--- config.mk ---
export PLATFORM = sky130hd
export DESIGN_NAME = xstate_restore_seq
export DESIGN_NICKNAME = d
export VERILOG_FILES = /design/src/rtl/xrs_pkg.sv /design/src/rtl/xrs_mask_calc.sv /design/src/rtl/xrs_offset_gen.sv /design/src/rtl/xrs_track.sv /design/src/rtl/xstate_restore_seq.sv
export SDC_FILE = /design/constraint.sdc
export NUM_CORES = 1
export LEC_CHECK = 0
export CAP_MARGIN = 20
export CORE_MARGIN = 2
export CORE_UTILIZATION = 30
export DETAILED_ROUTE_END_ITERATION = 16
export PLACE_DENSITY = 0.63
export SYNTH_ARGS = -nofsm -noshare
export SYNTH_HDL_FRONTEND = slang
export SYNTH_HIERARCHICAL = 1
export SYNTH_SLANG_ARGS = --single-unit
--- constraint.sdc ---
create_clock -name clk -period 4.2 [get_ports clk]
set_input_delay 1.05 -clock clk [delete_from_list [all_inputs] [get_ports clk]]
set_output_delay 1.05 -clock clk [all_outputs]
set_load 0.005 [all_outputs]
--- src/rtl/xrs_pkg.sv ---
package xrs_pkg;
    typedef enum logic [1:0] {
        ACT_SKIP = 2'd0,
        ACT_LOAD = 2'd1,
        ACT_INIT = 2'd2
    } act_e;

    typedef enum logic [1:0] {
        ST_IDLE   = 2'd0,
        ST_WALK   = 2'd1,
        ST_FINISH = 2'd2
    } seq_state_e;
endpackage

--- src/rtl/xrs_mask_calc.sv ---
module xrs_mask_calc #(
    parameter int MASK_W = 64
) (
    input  logic [MASK_W-1:0] instr_q,
    input  logic [MASK_W-1:0] feat_q,
    input  logic [MASK_W-1:0] pres_q,
    input  logic [MASK_W-1:0] comp_q,
    output logic [MASK_W-1:0] req,
    output logic [MASK_W-1:0] fmt,
    output logic              compact,
    output logic [MASK_W-1:0] load_m,
    output logic [MASK_W-1:0] init_m
);
    localparam int LAYOUT_BIT = MASK_W - 1;
    localparam logic [MASK_W-1:0] WALK_MASK = {1'b0, {(MASK_W-1){1'b1}}};

    always_comb begin
        req     = instr_q & feat_q;
        compact = comp_q[LAYOUT_BIT];
        fmt     = comp_q & WALK_MASK;
    end

    for (genvar b = 0; b < MASK_W; b++) begin : g_bit
        if (b == LAYOUT_BIT) begin : g_top
            assign load_m[b] = 1'b0;
            assign init_m[b] = 1'b0;
        end else begin : g_walk
            always_comb begin
                if (compact) begin
                    load_m[b] = req[b] & fmt[b] & pres_q[b];
                    init_m[b] = req[b] & ~(fmt[b] & pres_q[b]);
                end else begin
                    load_m[b] = req[b] & pres_q[b];
                    init_m[b] = req[b] & ~pres_q[b];
                end
            end
        end
    end

    always_comb begin
        a_r4_load_init_disjoint: assert ((load_m & init_m) == '0);
    end
endmodule

--- src/rtl/xrs_offset_gen.sv ---
module xrs_offset_gen #(
    parameter int OFF_W        = 16,
    parameter int IDX_W        = 6,
    parameter int LEG_SSE_OFF  = 160,
    parameter int COMPACT_BASE = 576
) (
    input  logic             clk,
    input  logic             rst_n,
    input  logic             clear,
    input  logic             step,
    input  logic             compact,
    input  logic             fmt_bit,
    input  logic [IDX_W-1:0] idx,
    input  logic [OFF_W-1:0] lk_off,
    input  logic [OFF_W-1:0] lk_size,
    output logic [OFF_W-1:0] cur_off
);
    logic [OFF_W-1:0] run_off;
    logic             upper_idx;

    assign upper_idx = (idx > IDX_W'(1));

    always_ff @(posedge clk or negedge rst_n) begin
        if (!rst_n) begin
            run_off <= OFF_W'(COMPACT_BASE);
        end else if (clear) begin
            run_off <= OFF_W'(COMPACT_BASE);
        end else if (step && compact && fmt_bit && upper_idx) begin
            run_off <= run_off + lk_size;
        end
    end

    always_comb begin
        if (idx == '0) begin
            cur_off = '0;
        end else if (idx == IDX_W'(1)) begin
            cur_off = OFF_W'(LEG_SSE_OFF);
        end else if (compact) begin
            cur_off = run_off;
        end else begin
            cur_off = lk_off;
        end
    end

    a_r5_base_after_clear: assert property (@(posedge clk) disable iff (!rst_n)
        $past(clear) |-> run_off == OFF_W'(COMPACT_BASE));
    a_r5_hold_unformatted: assert property (@(posedge clk) disable iff (!rst_n)
        (step && !clear && !fmt_bit) |=> $stable(run_off));
endmodule

--- src/rtl/xrs_track.sv ---
module xrs_track #(
    parameter int MASK_W = 64
) (
    input  logic              clk,
    input  logic              rst_n,
    input  logic              commit,
    input  logic [MASK_W-1:0] req,
    input  logic [MASK_W-1:0] load_m,
    input  logic [MASK_W-1:0] init_m,
    output logic [MASK_W-1:0] inuse,
    output logic [MASK_W-1:0] modified
);
    logic [MASK_W-1:0] inuse_nxt;

    assign inuse_nxt = (inuse & ~(load_m | init_m)) | load_m;

    always_ff @(posedge clk or negedge rst_n) begin
        if (!rst_n) begin
            inuse    <= '0;
            modified <= '0;
        end else if (commit) begin
            inuse    <= inuse_nxt;
            modified <= ~req;
        end
    end

    a_r9_modified_not_req: assert property (@(posedge clk) disable iff (!rst_n)
        commit |=> modified == ~$past(req));
    a_r9_loaded_set: assert property (@(posedge clk) disable iff (!rst_n)
        commit |=> (inuse & $past(load_m)) == $past(load_m));
    a_r9_init_cleared: assert property (@(posedge clk) disable iff (!rst_n)
        commit |=> (inuse & $past(init_m)) == '0);
    a_r9_stable_between: assert property (@(posedge clk) disable iff (!rst_n)
        !commit |=> $stable(inuse));
endmodule

--- src/rtl/xstate_restore_seq.sv ---
module xstate_restore_seq
    import xrs_pkg::*;
#(
    parameter int MASK_W       = 64,
    parameter int OFF_W        = 16,
    parameter int CSW_W        = 16,
    parameter int LEG_SSE_OFF  = 160,
    parameter int COMPACT_BASE = 576,
    parameter int CSW_INIT     = 32'h1F80,
    localparam int IDX_W       = $clog2(MASK_W)
) (
    input  logic              clk,
    input  logic              rst_n,
    input  logic              start,
    input  logic [MASK_W-1:0] instr_mask,
    input  logic [MASK_W-1:0] feat_en,
    input  logic [MASK_W-1:0] present_bm,
    input  logic [MASK_W-1:0] compact_bm,
    output logic [IDX_W-1:0]  lk_idx,
    input  logic [OFF_W-1:0]  lk_off,
    input  logic [OFF_W-1:0]  lk_size,
    output logic              desc_valid,
    output logic [IDX_W-1:0]  desc_idx,
    output logic [1:0]        desc_act,
    output logic [OFF_W-1:0]  desc_off,
    output logic              csw_load,
    output logic              csw_init,
    output logic [CSW_W-1:0]  csw_init_val,
    output logic              layout_compact,
    output logic              busy,
    output logic              done,
    output logic [MASK_W-1:0] inuse_bm,
    output logic [MASK_W-1:0] modified_bm
);
    localparam int LAST_IDX = MASK_W - 2;
    localparam logic [IDX_W-1:0] SSE_IDX = IDX_W'(1);
    localparam logic [IDX_W-1:0] VEC_IDX = IDX_W'(2);

    seq_state_e        state_q, state_nxt;
    logic [IDX_W-1:0]  idx_q;
    logic [MASK_W-1:0] instr_q, feat_q, pres_q, comp_q;
    logic [MASK_W-1:0] req, fmt, load_m, init_m;
    logic              compact;
    logic              accept, walking, last_step;
    logic [OFF_W-1:0]  cur_off;
    act_e              cur_act;

    assign accept    = (state_q == ST_IDLE) && start;
    assign walking   = (state_q == ST_WALK);
    assign last_step = (idx_q == IDX_W'(LAST_IDX));

    // state register, index counter and input latches
    always_ff @(posedge clk or negedge rst_n) begin
        if (!rst_n) begin
            state_q <= ST_IDLE;
            idx_q   <= '0;
            instr_q <= '0;
            feat_q  <= '0;
            pres_q  <= '0;
            comp_q  <= '0;
        end else begin
            state_q <= state_nxt;
            if (accept) begin
                idx_q   <= '0;
                instr_q <= instr_mask;
                feat_q  <= feat_en;
                pres_q  <= present_bm;
                comp_q  <= compact_bm;
            end else if (walking && !last_step) begin
                idx_q <= idx_q + IDX_W'(1);
            end
        end
    end

    // transitions
    always_comb begin
        state_nxt = state_q;
        unique case (state_q)
            ST_IDLE:   if (start) state_nxt = ST_WALK;
            ST_WALK:   if (last_step) state_nxt = ST_FINISH;
            ST_FINISH: state_nxt = ST_IDLE;
            default:   state_nxt = ST_IDLE;
        endcase
    end

    xrs_mask_calc #(.MASK_W(MASK_W)) u_mask (
        .instr_q (instr_q),
        .feat_q  (feat_q),
        .pres_q  (pres_q),
        .comp_q  (comp_q),
        .req     (req),
        .fmt     (fmt),
        .compact (compact),
        .load_m  (load_m),
        .init_m  (init_m)
    );

    xrs_offset_gen #(
        .OFF_W        (OFF_W),
        .IDX_W        (IDX_W),
        .LEG_SSE_OFF  (LEG_SSE_OFF),
        .COMPACT_BASE (COMPACT_BASE)
    ) u_off (
        .clk     (clk),
        .rst_n   (rst_n),
        .clear   (accept),
        .step    (walking),
        .compact (compact),
        .fmt_bit (fmt[idx_q]),
        .idx     (idx_q),
        .lk_off  (lk_off),
        .lk_size (lk_size),
        .cur_off (cur_off)
    );

    xrs_track #(.MASK_W(MASK_W)) u_track (
        .clk      (clk),
        .rst_n    (rst_n),
        .commit   (state_q == ST_FINISH),
        .req      (req),
        .load_m   (load_m),
        .init_m   (init_m),
        .inuse    (inuse_bm),
        .modified (modified_bm)
    );

    always_comb begin
        if (load_m[idx_q])      cur_act = ACT_LOAD;
        else if (init_m[idx_q]) cur_act = ACT_INIT;
        else                    cur_act = ACT_SKIP;
    end

    // outputs
    always_comb begin
        desc_valid     = 1'b0;
        desc_act       = ACT_SKIP;
        desc_off       = '0;
        csw_load       = 1'b0;
        csw_init       = 1'b0;
        csw_init_val   = '0;
        busy           = 1'b0;
        done           = 1'b0;
        layout_compact = 1'b0;
        unique case (state_q)
            ST_IDLE: ;
            ST_WALK: begin
                busy           = 1'b1;
                layout_compact = compact;
                desc_valid     = (cur_act != ACT_SKIP);
                desc_act       = cur_act;
                desc_off       = (cur_act == ACT_LOAD) ? cur_off : '0;
                if (idx_q == SSE_IDX) begin
                    if (compact) begin
                        csw_load = (cur_act == ACT_LOAD);
                        csw_init = (cur_act == ACT_INIT);
                    end else begin
                        csw_load = req[SSE_IDX] | req[VEC_IDX];
                    end
                end
                if (csw_init) csw_init_val = CSW_W'(CSW_INIT);
            end
            ST_FINISH: begin
                busy           = 1'b1;
                done           = 1'b1;
                layout_compact = compact;
            end
            default: ;
        endcase
    end

    assign lk_idx   = idx_q;
    assign desc_idx = idx_q;

    a_r3_no_skip_strobe: assert property (@(posedge clk) disable iff (!rst_n)
        desc_valid |-> (desc_act == ACT_LOAD || desc_act == ACT_INIT));
    a_r10_strobe_when_busy: assert property (@(posedge clk) disable iff (!rst_n)
        (desc_valid || csw_load || csw_init) |-> busy);
    a_r10_done_one_cycle: assert property (@(posedge clk) disable iff (!rst_n)
        done |=> !done && !busy);
    a_r10_index_steps: assert property (@(posedge clk) disable iff (!rst_n)
        (walking && $past(walking)) |-> idx_q == $past(idx_q) + IDX_W'(1));
    a_r8_csw_exclusive: assert property (@(posedge clk) disable iff (!rst_n)
        !(csw_load && csw_init));
    a_r7_std_no_csw_init: assert property (@(posedge clk) disable iff (!rst_n)
        (busy && !layout_compact) |-> !csw_init);
endmodule

==> results.py, run 1 <==
metrics = {
    "floorplan": {
        "core_area_um2": 70100,
        "rows": 97,
        "start_util_pct": 30.3,
        "die_area_um2": 73100,
        "fp.dieH_um": 270,
        "ios": 471,
        "die_w_um": 270,
    },
    "setup_path": {
        "crit_required_ps": 3150,
        "cp_max_fo": 4,
        "startpoint_type": "flip-flop",
        "crit_type": "flip-flop to output pin",
        "cp.arrival_ps": 3770,
        "critPathCaptureType": "output pin",
    },
    "timing": {
        "worst_pin_slew_ps": 880,
        "rsz0062_at_grt": "true",
        "setup_tns_ps": -13590,
        "setup_viol": 27,
        "final-max-slew-violation-count": 0,
        "skew_ps": 12.2,
        "holdWs_ps": 494,
        "finalCriticalPeriod_ps": 4820,
        "worst_slack_ps": -619,
        "hold_viol": 0,
        "fin_crit_sh_pct": 115,
        "fmax_mhz": 208,
        "relSlewSlack_pct": 41.3,
    },
    "power": {
        "p_leak_nw": 12.9,
        "ir_drop_mv": 0.420,
        "cellPowerDensity_nw_per_um2": 726,
    },
    "status": {
        "status": "finished with violations",
        "violations": "negative setup slack",
    },
    "synth": {
        "syn_inst": 1813,
        "yosys_warnings": 6,
        "syn_avg_cell_area_um2": 11.7,
        "syn_area_um2": 21300,
    },
    "drt": {
        "route.top_layer_used": "met5",
        "met1_length_um": 27800,
        "wl_met3_um": 4860,
        "vias_per_cell": 4.76,
        "drcViolationCount": 0,
        "wire_per_inst_um": 20.6,
        "drtAntennaViolNets": 0,
        "route.met2.wl_um": 32800,
        "num_vias": 15500,
        "drt_first_iter_violations": 768,
        "totalWireLength_um": 67200,
        "dr.pass1.iters": 5,
    },
    "global_route": {
        "grt_max_degree": 113,
        "grtUsageTotal_pct": 18.0,
        "overflow": 0,
        "antenna_found_initial": 17,
        "grt_pass1_vias": 16500,
        "grt_pass1_wl_um": 101000,
    },
    "clock_tree": {
        "clk_path_buf_depth": 3,
        "root_buffer": "clkbuf_16",
        "cts_tree": "built",
        "htree_levels": 2,
        "cts_buffers": 48,
        "holdBufCountCts": 0,
        "clk_pin_slew_ps": 60,
        "insertion_delay_ps": 580,
        "clock-sinks": 407,
    },
    "job": {
        "drv_cap": 0,
    },
    "cells_and_area": {
        "area_delta_synth_final_pct": 37.2,
        "layout-drive-gt1-share_pct": 28.4,
        "nFillCells": 6617,
        "final_nets": 2591,
        "final_common_cell": "clkdlybuf4s50_1",
        "layout_common_cells": "clkdlybuf4s50_1, dfrtp_1, mux2_2",
    },
    "placement": {
        "port_buffers": 459,
        "dp_slack_ps": -783,
        "place.gp.congestion": 0.855,
        "hpwlAfterDp_um": 48200,
    },
    "hold_path": {
        "min_path_type": "flip-flop to flip-flop",
    },
}
==> state kept, by name (all words and copies together) (netlist names) <==
register and flops:
comp_q 64, feat_q 64, instr_q 64, u_track/inuse 64, u_track/modified 64, pres_q 63
u_off/run_off 16, desc_idx 6, state_q 2
==> per-layer routing <==
metal	track usage, %	up-vias
met5	0	-
met4	4.84	10
met3	5.51	103
met2	30.8	520
met1	21.8	7786
li1	-	7106
==> per-stage QoR <==
| step | total power, W | std cells | utilization (%) | area [um2] |
|---|---|---|---|---|
| finish | 0.0212 | 3262 | 41.6 | 29200 |
| global route | 0.0226 | 3262 | 41.6 | 29200 |
| CTS | 0.0213 | 3244 | 41.3 | 29000 |
| detailed placement | 0.0161 | 3131 | 38.1 | 26700 |
| global placement | 0.0158 | 3131 | 38.1 | 26700 |
| floorplan | 0.0128 | 1824 | - | 21300 |
==> worst max-delay path, stage by stage, from the launching register on <==
cell	delay, ps
dfrtp_4	440
buf_12	120
buf_8	120
buf_16	120
buf_12	110
and2b_1	170
nor3_2	60
mux4_2	470
a22oi_2	230
a21oi_2	120
buf_4	140
o41a_4	530
buf_12	180
buf_6	110
and2_4	160
buf_6	110
==> report_power, final <==
group / internal (W) / switching (W) / leakage (nW)
Combinational: 0.00544 / 0.00440 / 7.33
Clock: 0.00262 / 0.00176 / 0.803
Sequential: 0.00581 / 0.00115 / 4.78
Total: 0.0139 / 0.00731 / 12.9
==> path summary, 6_finish.rpt <==
kind,startpoint,to,slack (ps),cells after the start
max reg2reg,desc_idx[0],u_off/run_off[8],440,11
min reg2reg,u_track/inuse[51],u_track/inuse[51],490,1
min in group asynchronous,rst_n,instr_q[27],560,1
max,comp_q[63],desc_off[8],-620,15
max in group asynchronous,rst_n,feat_q[47],2560,2
min,u_track/inuse[51],u_track/inuse[51],490,1
==> timing repair <==
action	CTS	global route
resized for setup	169	43
setup endpoints to repair	27	27
buffers inserted	22	12
hold endpoints to repair	0	0
pin swaps	18	19
cloned	8	2
==> area by class of cell <==
| cell class | count | area, um2 | area share [%] |
|---|---|---|---|
| well taps | 940 | 1180 | 4.03 |
| clock buffers | 65 | 1380 | 4.71 |
| clock inverters | 22 | 282 | 0.964 |
| diodes | 8 | 20.0 | 0.0686 |
| flip-flops and latches | 407 | 10200 | 34.9 |
| repair buffers | 576 | 5930 | 20.3 |
| multi-input cells | 1042 | 9450 | 32.4 |
| inverters | 202 | 758 | 2.60 |
Power figures use the tool's default switching activity.
==> run 2, diff against run 1 <==
==> constraint.sdc (replaced) <==
create_clock -name clk -period 6.06 [get_ports clk]
set_input_delay 1.515 -clock clk [delete_from_list [all_inputs] [get_ports clk]]
set_output_delay 1.515 -clock clk [all_outputs]
set_load 0.005 [all_outputs]
==> results.py, run 2 (synthesis results as in run 1) <==
metrics = {
    "status": {
        "status": "finished clean",
    },
    "drt": {
        "wire_per_inst_um": 20.4,
        "num_vias": 15100,
        "drt_first_iter_violations": 1064,
        "dr.pass1.iters": 5,
        "drcViolationCount": 0,
        "totalWireLength_um": 64700,
        "vias_per_cell": 4.76,
        "drtAntennaViolNets": 0,
    },
    "cells_and_area": {
        "fin_area_um2": 27900,
        "area_delta_synth_final_pct": 31.1,
        "final_common_cell": "clkdlybuf4s50_1",
        "layout_common_cells": "clkdlybuf4s50_1, dfrtp_1, mux2_2",
        "fin_util_pct": 39.8,
        "final_nets": 2508,
        "layout-drive-gt1-share_pct": 22.0,
    },
    "setup_path": {
        "startpoint_type": "flip-flop",
        "critPathCaptureType": "output pin",
        "crit_buf_inv": 3,
        "cp_cell_sequence": "buf_12 -> and2b_1 -> nor3_1 -> mux4_2 -> a22oi_1 -> a21oi_1 -> nor4_1 -> buf_4 -> nor3b_1 -> clkdlybuf4s50_1",
        "cp.arrival_ps": 4240,
        "crit_required_ps": 4550,
        "cp_slowest_stage_delay_ps": 650,
        "cp_max_fo": 34,
        "critical-path-top-delay-family": "buffers and inverters",
        "crit_type": "flip-flop to output pin",
        "cp_slowest_cell": "dfrtp_4",
    },
    "clock_tree": {
        "clock-sinks": 407,
        "cts_tree": "built",
        "root_buffer": "clkbuf_16",
        "insertion_delay_ps": 580,
        "clk_pin_slew_ps": 60,
        "clk_path_buf_depth": 3,
        "holdBufCountCts": 0,
        "cts_buffers": 48,
        "htree_levels": 2,
    },
    "timing": {
        "worst_pin_slew_ps": 938,
        "setup_tns_ps": 0,
        "fin_crit_sh_pct": 95.0,
        "setup_viol": 0,
        "rsz0062_at_grt": "false",
        "relSlewSlack_pct": 37.5,
        "hold_viol": 0,
        "skew_ps": 15.6,
        "fmax_mhz": 174,
        "final-max-slew-violation-count": 0,
        "finalCriticalPeriod_ps": 5760,
    },
    "global_route": {
        "grt_max_degree": 118,
        "grtUsageTotal_pct": 17.4,
        "grt_pass1_vias": 16100,
        "antenna_found_initial": 10,
        "overflow": 0,
        "grt_pass1_wl_um": 98000,
    },
    "floorplan": {
        "start_util_pct": 30.3,
        "ios": 471,
        "fp.dieH_um": 270,
        "die_area_um2": 73100,
        "die_w_um": 270,
        "core_area_um2": 70100,
        "rows": 97,
    },
    "placement": {
        "port_buffers": 459,
        "place.gp.congestion": 0.848,
        "dpl_cell_area_um2": 26200,
        "hpwlAfterDp_um": 47100,
    },
    "power": {
        "power_w": 0.0139,
        "cellPowerDensity_nw_per_um2": 498,
        "p_leak_nw": 12.2,
        "ir_drop_mv": 0.279,
    },
    "hold_path": {
        "min_path_type": "flip-flop to flip-flop",
    },
    "job": {
        "drv_cap": 0,
    },
}
run 2: changes by cell type in the layout (fill, tap and decap cells not counted), sizes merged:
cell | before | now
clkinvlp | 5 | 3
diode | 8 | 5
clkdlybuf4s50 | 431 | 458
buf | 136 | 35
inv | 206 | 203
clkbuf | 74 | 72
run 2: where the power goes:
| group | switching [W] | leakage, nW | internal [W] |
|---|---|---|---|
| Combinational | 0.00268 | 6.68 | 0.00328 |
| Clock | 0.00120 | 0.790 | 0.00180 |
| Sequential | 0.000921 | 4.78 | 0.00402 |
run 2: area by class of cell:
cell class              instances  area, um2
fillers                      6765      42200
clock inverters                17        267
well taps                     940       1180
flip-flops and latches        407      10200
multi-input cells            1042       9170
diodes                          5       12.5
repair buffers                493       4940
clock buffers                  72       1380
inverters                     202        758
run 2: per-stage QoR:
step / worst slack (ps) / cells / hold slack (ps)
5_1_grt: 33.0 / 3178 / 515
2_1_floorplan: 1490 / 1824 / 472
4_1_cts: 82.8 / 3173 / 502
3_5_place_dp: 556 / 3082 / 483
6_report: 302 / 3178 / 500
3_3_place_gp: 536 / 3082 / 484
run 2: timing repair:
item                                    in CTS  in global routing
buffers inserted                             2                  0
pin swaps                                    0                  0
endpoints found under the setup margin      17                 11
gates resized for setup                      0                  1
run 2: layer usage:
layer / part of all wire (%) / GRT usage [%]
met5: 0.080 / 0
met4: 1.9 / 4.29
met3: 6.4 / 4.49
met2: 50 / 29.9
met1: 42 / 21.8
run 2: final timing paths:
path	end	slack, ps	cells after the start	startpoint
worst max register to register	u_off/run_off[14]	1820	10	desc_idx[0]
min in group asynchronous	feat_q[27]	1040	1	rst_n
worst min-delay path	u_track/inuse[11]	500	1	u_track/inuse[11]
worst max-delay path	desc_act[1]	300	10	comp_q[63]
max in group asynchronous	pres_q[0]	3770	2	rst_n
worst min register to register	u_track/inuse[11]	500	1	u_track/inuse[11]
run 2: worst register-to-register path, stage by stage (launching register included):
cell      delay (ps)
dfrtp_4          780
buf_4            330
buf_4            200
mux4_2           570
mux4_2           550
mux4_2           500
nand3_2          150
o21bai_4         270
nor2_2           180
and2_1           240
a311o_1          350
